## src/rtl/mdio_mgmt_pkg.sv

```systemverilog
package mdio_mgmt_pkg;

  typedef enum logic [1:0] {
    OP_NONE  = 2'd0,
    OP_WRITE = 2'd1,
    OP_READ  = 2'd2,
    OP_SCAN  = 2'd3
  } mdio_op_e;

  localparam int PHY_W  = 5;
  localparam int REG_W  = 5;
  localparam int DATA_W = 16;

  // register word addresses
  localparam logic [2:0] A_MODE = 3'd0;
  localparam logic [2:0] A_CMD  = 3'd1;
  localparam logic [2:0] A_ADR  = 3'd2;
  localparam logic [2:0] A_WD   = 3'd3;
  localparam logic [2:0] A_RD   = 3'd4;
  localparam logic [2:0] A_ST   = 3'd5;

  // command bit positions
  localparam int CMD_SCAN  = 0;
  localparam int CMD_READ  = 1;
  localparam int CMD_WRITE = 2;

  localparam int NOPRE_BIT   = 8;
  localparam int RG_FIELD_LO = 8;

endpackage

```

## src/rtl/mdio_clk_div.sv

```systemverilog
module mdio_clk_div #(
  parameter int HALF_W = 7
) (
  input  logic              clk,
  input  logic              rst_n,
  input  logic              run,
  input  logic [HALF_W-1:0] half_div,
  output logic              mdc,
  output logic              rise_stb,
  output logic              fall_stb
);

  logic [HALF_W-1:0] cnt_q, cnt_d;
  logic              mdc_q, mdc_d;
  logic [HALF_W-1:0] half_eff;
  logic              tick;

  always_comb begin
    half_eff = (half_div == '0) ? HALF_W'(1) : half_div;
    tick     = run && (cnt_q >= (half_eff - HALF_W'(1)));
    cnt_d    = '0;
    mdc_d    = 1'b0;
    if (run) begin
      cnt_d = tick ? '0 : cnt_q + HALF_W'(1);
      mdc_d = tick ? ~mdc_q : mdc_q;
    end
  end

  always_ff @(posedge clk or negedge rst_n) begin
    if (!rst_n) begin
      cnt_q <= '0;
      mdc_q <= 1'b0;
    end else begin
      cnt_q <= cnt_d;
      mdc_q <= mdc_d;
    end
  end

  assign mdc      = mdc_q;
  assign rise_stb = tick && !mdc_q;
  assign fall_stb = tick && mdc_q;

  // clock parks low once the engine stops
  p_mdc_idle_r10: assert property (@(posedge clk) disable iff (!rst_n)
    !run |=> !mdc_q);

  // clock only rises while a frame runs
  p_rise_run_r2: assert property (@(posedge clk) disable iff (!rst_n)
    $rose(mdc_q) |-> $past(run));

endmodule

```

## src/rtl/mdio_frame_engine.sv

```systemverilog
module mdio_frame_engine
  import mdio_mgmt_pkg::*;
#(
  parameter int PRE_LEN = 32
) (
  input  logic              clk,
  input  logic              rst_n,
  input  logic              start,
  input  mdio_op_e          op,
  input  logic [PHY_W-1:0]  phy,
  input  logic [REG_W-1:0]  regad,
  input  logic [DATA_W-1:0] wdata,
  input  logic              no_pre,
  input  logic              rise_stb,
  input  logic              fall_stb,
  input  logic              mdio_in,
  output logic              active,
  output logic              done,
  output logic [DATA_W-1:0] shift_word,
  output logic [DATA_W-1:0] rd_word,
  output logic              mdio_o,
  output logic              mdio_oe
);

  localparam int FRAME_W = PRE_LEN + 4 + PHY_W + REG_W + 2 + DATA_W;
  localparam int IDX_W   = $clog2(FRAME_W);
  localparam int TA_POS  = PRE_LEN + 4 + PHY_W + REG_W;
  localparam int DAT_POS = TA_POS + 2;
  localparam int LAST    = FRAME_W - 1;

  logic               act_q, act_d;
  logic [IDX_W-1:0]   idx_q, idx_d;
  logic [FRAME_W-1:0] frm_q, frm_d;
  logic               rd_q, rd_d;
  logic [DATA_W-1:0]  shf_q, shf_d;
  logic [DATA_W-1:0]  rdat_q, rdat_d;
  logic               is_last;
  logic [1:0]         opc, ta;
  logic [DATA_W-1:0]  dat;

  always_comb begin
    is_last = (idx_q == IDX_W'(LAST));
    done    = act_q && fall_stb && is_last;
    opc     = (op == OP_WRITE) ? 2'b01 : 2'b10;
    ta      = (op == OP_WRITE) ? 2'b10 : 2'b11;
    dat     = (op == OP_WRITE) ? wdata : '1;
    act_d   = act_q;
    idx_d   = idx_q;
    frm_d   = frm_q;
    rd_d    = rd_q;
    shf_d   = shf_q;
    rdat_d  = rdat_q;
    if (start && !act_q) begin
      act_d = 1'b1;
      idx_d = no_pre ? IDX_W'(PRE_LEN) : '0;
      frm_d = {{PRE_LEN{1'b1}}, 2'b01, opc, phy, regad, ta, dat};
      rd_d  = (op != OP_WRITE);
    end else if (act_q) begin
      if (rise_stb && rd_q && (idx_q >= IDX_W'(DAT_POS)))
        shf_d = {shf_q[DATA_W-2:0], mdio_in};
      if (fall_stb) begin
        if (is_last) begin
          act_d = 1'b0;
          if (rd_q) rdat_d = shf_q;
        end else begin
          idx_d = idx_q + IDX_W'(1);
        end
      end
    end
  end

  always_ff @(posedge clk or negedge rst_n) begin
    if (!rst_n) begin
      act_q  <= 1'b0;
      idx_q  <= '0;
      frm_q  <= '0;
      rd_q   <= 1'b0;
      shf_q  <= '0;
      rdat_q <= '0;
    end else begin
      act_q  <= act_d;
      idx_q  <= idx_d;
      frm_q  <= frm_d;
      rd_q   <= rd_d;
      shf_q  <= shf_d;
      rdat_q <= rdat_d;
    end
  end

  assign active     = act_q;
  assign shift_word = shf_q;
  assign rd_word    = rdat_q;
  assign mdio_o     = act_q ? frm_q[IDX_W'(LAST) - idx_q] : 1'b0;
  assign mdio_oe    = act_q && !(rd_q && (idx_q >= IDX_W'(TA_POS)));

  // line not driven between frames
  p_oe_idle_r10: assert property (@(posedge clk) disable iff (!rst_n)
    !act_q |-> !mdio_oe);

  // a running frame only ends through its last falling edge
  p_hold_busy_r6: assert property (@(posedge clk) disable iff (!rst_n)
    act_q && !done |=> act_q);

  // once released during a read, the line stays released
  p_read_release_r3: assert property (@(posedge clk) disable iff (!rst_n)
    act_q && rd_q && $past(act_q) && !$past(mdio_oe) |-> !mdio_oe);

endmodule

```

## src/rtl/mdio_mgmt_ctrl.sv

```systemverilog
module mdio_mgmt_ctrl
  import mdio_mgmt_pkg::*;
#(
  parameter int DIV_W   = 8,
  parameter int PRE_LEN = 32
) (
  input  logic        clk,
  input  logic        rst_n,
  input  logic        reg_we,
  input  logic [2:0]  reg_addr,
  input  logic [31:0] reg_wdata,
  output logic [31:0] reg_rdata,
  output logic        mdc,
  output logic        mdio_o,
  output logic        mdio_oe,
  input  logic        mdio_in
);

  localparam int HALF_W = DIV_W - 1;

  logic [DIV_W-1:0]  div_q, div_d;
  logic              nopre_q, nopre_d;
  logic [2:0]        cmd_q, cmd_d, prev_q;
  logic [PHY_W-1:0]  phy_q, phy_d;
  logic [REG_W-1:0]  rg_q, rg_d;
  logic [DATA_W-1:0] wd_q, wd_d;
  logic              scan_run_q, scan_run_d;
  logic              cur_scan_q, cur_scan_d;
  logic              invalid_q, invalid_d;
  logic              linkf_q, linkf_d;

  logic              eng_act, eng_done;
  logic [DATA_W-1:0] eng_shift, eng_rword;
  logic              rise_stb, fall_stb;
  logic [2:0]        cmd_rise;
  logic              idle, st_wr, st_rd, st_sc, start, busy;
  mdio_op_e          op;
  logic              wr_sel;
  logic              unused_wbits;

  assign unused_wbits = ^reg_wdata[31:16];

  always_comb begin
    cmd_rise = cmd_q & ~prev_q;
    idle     = !eng_act;
    st_wr    = idle && cmd_rise[CMD_WRITE];
    st_rd    = idle && !cmd_rise[CMD_WRITE] && cmd_rise[CMD_READ];
    st_sc    = idle && !cmd_rise[CMD_WRITE] && !cmd_rise[CMD_READ] &&
               (cmd_rise[CMD_SCAN] || (scan_run_q && cmd_q[CMD_SCAN]));
    start    = st_wr || st_rd || st_sc;
    op       = st_wr ? OP_WRITE : (st_rd ? OP_READ : (st_sc ? OP_SCAN : OP_NONE));
    busy     = eng_act || start;
  end

  always_comb begin
    div_d      = div_q;
    nopre_d    = nopre_q;
    cmd_d      = cmd_q;
    phy_d      = phy_q;
    rg_d       = rg_q;
    wd_d       = wd_q;
    wr_sel     = reg_we;
    if (wr_sel) begin
      case (reg_addr)
        A_MODE: begin
          div_d   = reg_wdata[DIV_W-1:0] & ~DIV_W'(1);
          nopre_d = reg_wdata[NOPRE_BIT];
        end
        A_CMD:  cmd_d = reg_wdata[2:0];
        A_ADR: begin
          phy_d = reg_wdata[PHY_W-1:0];
          rg_d  = reg_wdata[RG_FIELD_LO +: REG_W];
        end
        A_WD:   wd_d = reg_wdata[DATA_W-1:0];
        default: ;
      endcase
    end
    scan_run_d = scan_run_q;
    if (st_sc) scan_run_d = 1'b1;
    else if (!cmd_q[CMD_SCAN]) scan_run_d = 1'b0;
    cur_scan_d = start ? st_sc : cur_scan_q;
    invalid_d  = invalid_q;
    linkf_d    = linkf_q;
    if (st_sc && !scan_run_q) invalid_d = 1'b1;
    else if (eng_done && cur_scan_q) invalid_d = 1'b0;
    if (eng_done && cur_scan_q) linkf_d = ~eng_shift[2];
  end

  always_ff @(posedge clk or negedge rst_n) begin
    if (!rst_n) begin
      div_q      <= '0;
      nopre_q    <= 1'b0;
      cmd_q      <= '0;
      prev_q     <= '0;
      phy_q      <= '0;
      rg_q       <= '0;
      wd_q       <= '0;
      scan_run_q <= 1'b0;
      cur_scan_q <= 1'b0;
      invalid_q  <= 1'b0;
      linkf_q    <= 1'b0;
    end else begin
      div_q      <= div_d;
      nopre_q    <= nopre_d;
      cmd_q      <= cmd_d;
      prev_q     <= cmd_q;
      phy_q      <= phy_d;
      rg_q       <= rg_d;
      wd_q       <= wd_d;
      scan_run_q <= scan_run_d;
      cur_scan_q <= cur_scan_d;
      invalid_q  <= invalid_d;
      linkf_q    <= linkf_d;
    end
  end

  always_comb begin
    reg_rdata = '0;
    case (reg_addr)
      A_MODE: begin
        reg_rdata[DIV_W-1:0]  = div_q;
        reg_rdata[NOPRE_BIT]  = nopre_q;
      end
      A_CMD:  reg_rdata[2:0] = cmd_q;
      A_ADR: begin
        reg_rdata[PHY_W-1:0]           = phy_q;
        reg_rdata[RG_FIELD_LO +: REG_W] = rg_q;
      end
      A_WD:   reg_rdata[DATA_W-1:0] = wd_q;
      A_RD:   reg_rdata[DATA_W-1:0] = eng_rword;
      A_ST:   reg_rdata[2:0] = {invalid_q, busy, linkf_q};
      default: ;
    endcase
  end

  mdio_clk_div #(.HALF_W(HALF_W)) u_div (
    .clk      (clk),
    .rst_n    (rst_n),
    .run      (eng_act),
    .half_div (div_q[DIV_W-1:1]),
    .mdc      (mdc),
    .rise_stb (rise_stb),
    .fall_stb (fall_stb)
  );

  mdio_frame_engine #(.PRE_LEN(PRE_LEN)) u_eng (
    .clk        (clk),
    .rst_n      (rst_n),
    .start      (start),
    .op         (op),
    .phy        (phy_q),
    .regad      (rg_q),
    .wdata      (wd_q),
    .no_pre     (nopre_q),
    .rise_stb   (rise_stb),
    .fall_stb   (fall_stb),
    .mdio_in    (mdio_in),
    .active     (eng_act),
    .done       (eng_done),
    .shift_word (eng_shift),
    .rd_word    (eng_rword),
    .mdio_o     (mdio_o),
    .mdio_oe    (mdio_oe)
  );

  // divisor low bit never kept after a mode write
  p_div_even_r2: assert property (@(posedge clk) disable iff (!rst_n)
    reg_we && (reg_addr == A_MODE) |=> !div_q[0]);

  // a starting command write shows busy on the next cycle
  p_busy_after_cmd_r6: assert property (@(posedge clk) disable iff (!rst_n)
    reg_we && (reg_addr == A_CMD) && (reg_wdata[2:0] != 3'b000) &&
    (cmd_q == 3'b000) && !eng_act |=> busy);

  // clearing the command while idle starts nothing
  p_clear_quiet_r7: assert property (@(posedge clk) disable iff (!rst_n)
    reg_we && (reg_addr == A_CMD) && (reg_wdata[2:0] == 3'b000) && !busy &&
    !scan_run_q |=> !busy);

  // invalid only drops when a scan frame ends
  p_invalid_fall_r9: assert property (@(posedge clk) disable iff (!rst_n)
    $fell(invalid_q) |-> $past(eng_done));

  // at most one start request at a time
  p_one_start_r8: assert property (@(posedge clk) disable iff (!rst_n)
    $onehot0({st_wr, st_rd, st_sc}));

endmodule

```

## config.mk

```make
export PLATFORM = sky130hd
export DESIGN_NAME = mdio_mgmt_ctrl
export DESIGN_NICKNAME = d
export VERILOG_FILES = /design/src/rtl/mdio_mgmt_pkg.sv /design/src/rtl/mdio_clk_div.sv /design/src/rtl/mdio_frame_engine.sv /design/src/rtl/mdio_mgmt_ctrl.sv
export SDC_FILE = /design/constraint.sdc
export NUM_CORES = 1
export LEC_CHECK = 0
export BUFFER_PORTS_ARGS = -buffer_cell sky130_fd_sc_hd__buf_2
export CORE_MARGIN = 2
export CORE_UTILIZATION = 53
export CTS_BUF_LIST = sky130_fd_sc_hd__clkbuf_2
export DETAILED_ROUTE_END_ITERATION = 10
export PLACE_DENSITY_LB_ADDON = 0.15
export RECOVER_POWER = 50
export SLEW_MARGIN = 15
export SYNTH_ARGS = -nofsm -noshare
export SYNTH_HDL_FRONTEND = slang
export SYNTH_SLANG_ARGS = --single-unit
```

## constraint.sdc

```tcl
create_clock -name clk -period 4 [get_ports clk]
set_input_delay 0.6 -clock clk [delete_from_list [all_inputs] [get_ports clk]]
set_output_delay 0.6 -clock clk [all_outputs]
set_load 0.005 [all_outputs]
```

==> results of run 1 <==
-- cells in the final DEF (no fill, tap or decap), types with 6 or more instances in the layout --
master,instances
mux2i_1,19
dfrtp_1,120
buf_2,39
conb_1,16
o21ai_0,14
a21oi_1,16
mux2_1,11
clkbuf_2,20
mux2_4,10
clkinv_1,7
nand2_1,63
nor2_1,24
ha_1,10
o22a_1,16
mux2_2,47
inv_1,6
nand3_1,14
-- power by group through the flow --
| stage | Combinational, W | Sequential, W | Clock (W) |
|---|---|---|---|
| floorplan | 0.000667 | 0.00162 | 0 |
| global placement | 0.000750 | 0.00175 | 0 |
| detailed placement | 0.000778 | 0.00176 | 0 |
| CTS | 0.000782 | 0.00174 | 0.000565 |
| global route | 0.000867 | 0.00178 | 0.000617 |
| finish | 0.000767 | 0.00174 | 0.000539 |
-- Yosys cell counts, drive strengths merged, types with 3 or more instances --
master    n
and2      3
ha       10
mux2i    19
o22a     16
inv       6
xnor2     5
a21oi    17
nand2    63
a22oi     3
mux2     68
dfrtp   120
mux4      5
a31oi     3
and3      4
a22o      4
nand4     5
nor2     25
buf      30
or2       3
o21ai    15
nand3    16
xor2      4
clkbuf   15
nor2b     5
nor3      5
nand2b    4
-- cell type report --
| class | instances | area, sq um | share of cell area, % |
|---|---|---|---|
| multi-input cells | 344 | 2580 | 41.8 |
| repair buffers | 48 | 256 | 4.16 |
| well taps | 140 | 175 | 2.84 |
| clock inverters | 10 | 41.3 | 0.669 |
| flip-flops and latches | 120 | 3000 | 48.7 |
| clock buffers | 18 | 90.1 | 1.46 |
| inverters | 6 | 22.5 | 0.365 |
-- cell families after synthesis --
| kind of cell | count (synthesis) | synth area share [%] |
|---|---|---|
| AO/OA/AOI/OAI | 78 | 9.37 |
| buffers and inverters | 51 | 5.09 |
| AND/OR/NAND/NOR | 139 | 11.4 |
| XOR/XNOR | 9 | 1.35 |
| other | 1 | 0.0644 |
| adder cells (fa/ha/maj) | 10 | 2.15 |
| flip-flops | 120 | 51.6 |
| multiplexers | 92 | 19.0 |
-- critical path, stage by stage, from the launching register on --
cell and delay (ps):
dfrtp_1 490, nor4_1 490, a21oi_1 180, ha_1 260, nand2_1 90, xor2_1 160, ha_1 260, and2_0 180
a221o_1 320, a41o_1 370, nand4_4 370, mux2_2 380
-- routing by layer --
metal  track usage [%]  part of all wire [%]  vias to the layer above
li1                  -                     -                     1820
met1              32.1                    48                     1984
met2              35.6                    47                       82
met3              5.80                   3.7                       12
met4              8.42                   1.2                        0
met5                 0                     0                        -
-- sequential cells by signal (all words and copies together) (netlist names), 5 cells and up --
name              count
u_div.cnt_q           7
u_eng.idx_q           6
u_eng.frm_q          29
phy_q                 5
div_q                 7
wd_q                 16
u_eng.rd_word        16
u_eng.shift_word     16
rg_q                  5
-- worst min path at each step --
stage | startpoint | cells after the start | slack (ps) | end
2_1_floorplan | rst_n | 0 | 300 | cmd_q[0]$_DFFE_PN0P_
3_3_place_gp | cmd_q[1]$_DFFE_PN0P_ | 0 | 410 | prev_q[1]$_DFF_PN0_
3_5_place_dp | cmd_q[2]$_DFFE_PN0P_ | 0 | 420 | prev_q[2]$_DFF_PN0_
4_1_cts | mdio_in | 2 | 60 | u_eng.shift_word[0]$_DFFE_PN0P_
5_1_grt | mdio_in | 2 | 80 | u_eng.shift_word[0]$_DFFE_PN0P_
6_report | mdio_in | 2 | 160 | u_eng.shift_word[0]$_DFFE_PN0P_
-- stage by stage --
| step | instance area [sq um] | std cells | setup WS, ps | utilization, % |
|---|---|---|---|---|
| detailed placement | 6050 | 657 | 328 | 56.1 |
| global route | 6170 | 686 | 121 | 57.2 |
| finish | 6170 | 686 | 347 | 57.2 |
| CTS | 6190 | 686 | 310 | 57.4 |
| global placement | 6050 | 657 | 414 | 56.1 |
| floorplan | 5880 | 515 | 808 | - |
==> results.yml, run 1 <==
sta:
  post-route-period-util_pct: 91.3
  min_period_ps: 3650
  worst_slew_pin_slew_ps: 1720
  relSlewSlack_pct: -14.8
  rsz0062_at_grt: "no"
  tns_ps: 0
  hold_viol_final: 0
  setup_violations: 0
  fmax_ghz: 0.274
  drv_slew: 71
  hold_ws_ps: 157
  skew_ps: 13.4
synth:
  yosysTopAreaCell: "dfrtp_1"
  yosysTopAreaCellShare_pct: 51.6
  netlist_instances: 500
  synth_edf_count: 0
  synthArstFlopShare_pct: 100
  syn_area_sq_um: 5820
  synth_area_leaders: "dfrtp_1, mux2_2, nand2_1"
  yosysUniqueCellTypes: 61
  synth_flop_cell: "dfrtp_1"
  ys_seq_elements: 120
  avgSynthCellArea_sq_um: 11.6
  ys_seq_area_share_pct: 51.6
  ys.warnings.count: 0
pwr:
  swShare_pct: 34.2
  p_leak_nw: 2.96
  total_power_w: 0.00305
  ir_drop_v: 0.000245
  p_comb_share_pct: 25.2
  clkPwrFrac_pct: 17.7
  seqPwrFrac_pct: 57.1
  power.density_nw_per_um2: 493
  internal_power_w: 0.00201
  power_switching_w: 0.00104
cells_and_area:
  num_antenna_cells: 0
  area_delta_synth_final_pct: 5.95
  n_fill_cell: 944
  drive_gt1_share_pct: 24.9
  nets: 586
critical_path:
  worst-path-max-fanout: 16
  r2r-end: "u_eng.rd_word[14]$_DFFE_PN0P_"
  endpoint: "u_eng.rd_word[14]$_DFFE_PN0P_"
  r2r_cells: 11
  cp.arrival_ps: 4210
  critPathLaunchType: "flop"
  r2r_start: "div_q[5]$_DFFE_PN0P_"
  crit_required_ps: 4560
  r2r_setup_slack_ps: 350
  endpoint_kind: "flop"
  crit_start: "div_q[5]$_DFFE_PN0P_"
  worstSetupPathType: "reg -> reg"
cts:
  cts.sinks: 120
  h-tree-depth: 4
  clock_latency_ps: 660
  clk_path_buf_depth: 2
  tritoncts: "built"
  postCtsHoldBufs: 1
  ctsResizeCount: 0
  post_cts_buffers: 0
  cts_root_buffer: "clkbuf_2"
  numCtsBuffers: 17
  clk_pin_slew_ps: 150
run_status:
  violations: "capacitance limit, slew limit"
  outcome: "finished with violations"
detailed_routing:
  drt_iter0_drc: 239
  dr.pass1.iters: 4
  num_vias: 3898
  wl_um: 12200
  avgRoutedWirePerCell_um: 17.8
  via_per_inst: 5.68
  antenna_left: 0
  post-route-drc-count: 0
floorplanning:
  dieArea_sq_um: 11800
  die_h_um: 109
  die_w_um: 109
  rows: 38
  pin_count: 74
  core_area_sq_um: 10800
  start_util_pct: 54.0
place:
  gp_routability_congestion: 0.818
  dp_hpwl_um: 8600
  port_buffers: 41
global_routing:
  grtUsageTotal_pct: 23.2
  grt_pass1_vias: 3888
  overflow: 0
  antenna_found_initial: 0
  grt_pass1_wl_um: 20200
  grt_max_degree: 71
min_path:
  hold_class: "in -> reg"
job:
  cap_violations: 1
(Power assumes the default switching activity.)
==> inputs of run 2 (changes only) <==
--- a/config.mk
+++ b/config.mk
@@ -7,7 +7,7 @@
 export LEC_CHECK = 0
 export BUFFER_PORTS_ARGS = -buffer_cell sky130_fd_sc_hd__buf_2
 export CORE_MARGIN = 2
-export CORE_UTILIZATION = 53
+export CORE_UTILIZATION = 60
 export CTS_BUF_LIST = sky130_fd_sc_hd__clkbuf_2
 export DETAILED_ROUTE_END_ITERATION = 10
 export PLACE_DENSITY_LB_ADDON = 0.15
@@ -15,4 +15,5 @@
 export SLEW_MARGIN = 15
 export SYNTH_ARGS = -nofsm -noshare
 export SYNTH_HDL_FRONTEND = slang
+export SYNTH_HIERARCHICAL = 1
 export SYNTH_SLANG_ARGS = --single-unit
==> run 2 against run 1 <==
Net effect: the flow still finishes with violations (capacitance limit, slew limit); sequential cell count is the same; global-route usage increased by 0.71 points; utilization grew 9.8 points; count of clock-buffer cells in the layout is 1 lower; synthesized cell count is 5.2% lower; largest power group unchanged.
==> results.yml, run 2 <==
run_status:
  outcome: "finished with violations"
  violations: "capacitance limit, slew limit"
min_path:
  hold_class: "in -> reg"
synth:
  netlist_instances: 474
  yosysMostFrequentCell: "dfrtp_1"
  avgSynthCellArea_sq_um: 12.3
  syn_area_sq_um: 5820
  synthArstFlopShare_pct: 100
  synth_flop_cell: "dfrtp_1"
  synth-simple-area-share_pct: 9.45
  synth_edf_count: 0
  synth-xor-area-share_pct: 1.96
  synth_compound_gate_area_share_pct: 9.15
  ys.warnings.count: 6
  yosysUniqueCellTypes: 56
  synth_common_cells: "dfrtp_1, mux2_2, nand2_1"
  ys_seq_area_share_pct: 51.6
  yosysTopAreaCellShare_pct: 51.6
  synthAdderAreaFrac_pct: 2.15
  synth_top_family_by_area: "multiplexers"
  synth_area_leaders: "dfrtp_1, mux2_2, mux2i_1"
  yosysTopAreaCell: "dfrtp_1"
  ys_seq_elements: 120
  synthMuxAreaShare_pct: 20.9
cts:
  postCtsHoldBufs: 0
  h-tree-depth: 4
  cts.sinks: 120
  numCtsBuffers: 17
  ctsResizeCount: 0
  clk_pin_slew_ps: 210
  tritoncts: "built"
  cts_root_buffer: "clkbuf_2"
  post_cts_buffers: 0
  clk_path_buf_depth: 2
  clock_latency_ps: 650
floorplanning:
  start_util_pct: 62.4
  core_area_sq_um: 9330
  pin_count: 74
  die_w_um: 103
  dieArea_sq_um: 10500
  rows: 35
  die_h_um: 103
global_routing:
  grt_max_degree: 79
  overflow: 0
  antenna_found_initial: 1
  grtUsageTotal_pct: 23.9
  grt_pass1_vias: 3613
  grt_pass1_wl_um: 18600
sta:
  post-route-period-util_pct: 87.9
  worst_slew_pin_slew_ps: 1890
  drv_slew: 123
  skew_ps: 40.3
  fmax_ghz: 0.284
  hold_viol_final: 0
  setup_slack_ps: 484
  min_period_ps: 3520
  rsz0062_at_grt: "no"
  hold_ws_ps: 185
  relSlewSlack_pct: -26.2
  tns_ps: 0
  setup_violations: 0
pwr:
  seqPwrFrac_pct: 53.3
  clkPwrFrac_pct: 22.1
  p_comb_share_pct: 24.6
  power_switching_w: 0.00110
  total_power_w: 0.00332
  power.density_nw_per_um2: 531
  ir_drop_v: 0.000296
  p_leak_nw: 2.92
  swShare_pct: 33.0
  internal_power_w: 0.00222
critical_path:
  worstSetupPathType: "reg -> reg"
  crit_required_ps: 4520
  cp.arrival_ps: 4030
  endpoint_kind: "flop"
  r2r_start: "div_q[4]$_DFFE_PN0P_"
  r2r-end: "u_eng/idx_q[5]$_DFFE_PN0P_"
  r2r_cells: 14
  r2r_setup_slack_ps: 480
  critPathLaunchType: "flop"
  endpoint: "u_eng/idx_q[5]$_DFFE_PN0P_"
  worst-path-max-fanout: 6
  crit_start: "div_q[4]$_DFFE_PN0P_"
cells_and_area:
  max_flop_register: "u_eng/frm_q"
  n_fill_cell: 729
  layout_common_cells: "dfrtp_1, mux2_2, buf_2"
  area_delta_synth_final_pct: 7.35
  layout_commonest_cell: "dfrtp_1"
  nets: 566
  drive_gt1_share_pct: 30.6
  largest_reg_flops: 29
detailed_routing:
  antenna_left: 0
  dr.pass1.iters: 5
  avgRoutedWirePerCell_um: 17.4
  post-route-drc-count: 0
  wl_um: 11500
  via_per_inst: 5.70
  drt_iter0_drc: 202
  num_vias: 3761
place:
  port_buffers: 41
  dp_hpwl_um: 7780
  dp_slack_ps: 535
  gp_routability_congestion: 0.772
job:
  cap_violations: 2
==> run 2: critical path, cell delays in order (launching register included) <==
cell      delay [ps]
dfrtp_1          490
nor3_1           340
a21oi_1          160
ha_1             250
nand3b_1         110
xor2_1            70
ha_1             310
nand4_1          130
o21a_2           260
and3b_1          210
nand2_1          110
a31oi_1          510
nor2b_1          230
xnor2_1          130
o21ai_1           70
==> run 2: cells by family after synthesis <==
family          after synthesis
compound gates               75
xor+xnor                     13
fa+ha+maj                    10
buf+inv                      44
flops                       120
mux                         105
other cells                   1
simple gates                106
==> run 2: metal layers <==
metal / part of all wire (%) / routed length, um / GRT usage (%) / vias up
met5: 0 / 0 / 0 / -
met1: 47 / 5390 / 33.9 / 1889
met2: 48 / 5460 / 36.6 / 92
li1: - / - / - / 1776
met3: 4.6 / 526 / 6.78 / 4
met4: 0.76 / 87 / 6.36 / 0
==> run 2: worst min path at each step <==
| stage | startpoint | end | slack (ps) | depth (start not counted) |
|---|---|---|---|---|
| CTS | rst_n | scan_run_q$_DFFE_PN0P_ | 90 | 1 |
| finish | reg_wdata[13] | wd_q[13]$_DFFE_PN0P_ | 190 | 2 |
| detailed placement | cmd_q[1]$_DFFE_PN0P_ | prev_q[1]$_DFF_PN0_ | 430 | 0 |
| global placement | cmd_q[1]$_DFFE_PN0P_ | prev_q[1]$_DFF_PN0_ | 420 | 0 |
| global route | mdio_in | u_eng/shift_word[0]$_DFFE_PN0P_ | 90 | 2 |
| floorplan | rst_n | cmd_q[0]$_DFFE_PN0P_ | 300 | 0 |
==> run 2: cell type report <==
cell class / instances / area, sq um / share of cell area (%)
Clock buffer: 17 / 85.1 / 1.36
Inverter: 7 / 26.3 / 0.420
Tap cell: 129 / 161 / 2.58
Sequential cell: 120 / 3000 / 48.0
Multi-Input combinational cell: 325 / 2590 / 41.5
Timing Repair Buffer: 46 / 246 / 3.94
Clock inverter: 15 / 135 / 2.16
Antenna cell: 1 / 2.50 / 0.0400
==> run 2: stage by stage <==
step / instance area [sq um] / util, % / instances
floorplan: 5880 / - / 489
global placement: 6050 / 64.9 / 627
detailed placement: 6050 / 64.9 / 627
CTS: 6270 / 67.3 / 659
global route: 6250 / 67.0 / 660
finish: 6250 / 67.0 / 660
==> run 2: power groups by stage <==
stage / Sequential [W] / Clock, W / Combinational [W]
floorplan: 0.00167 / 0 / 0.000700
global placement: 0.00178 / 0 / 0.000787
detailed placement: 0.00179 / 0 / 0.000819
CTS: 0.00177 / 0.000749 / 0.000827
global route: 0.00181 / 0.000806 / 0.000926
finish: 0.00177 / 0.000734 / 0.000816
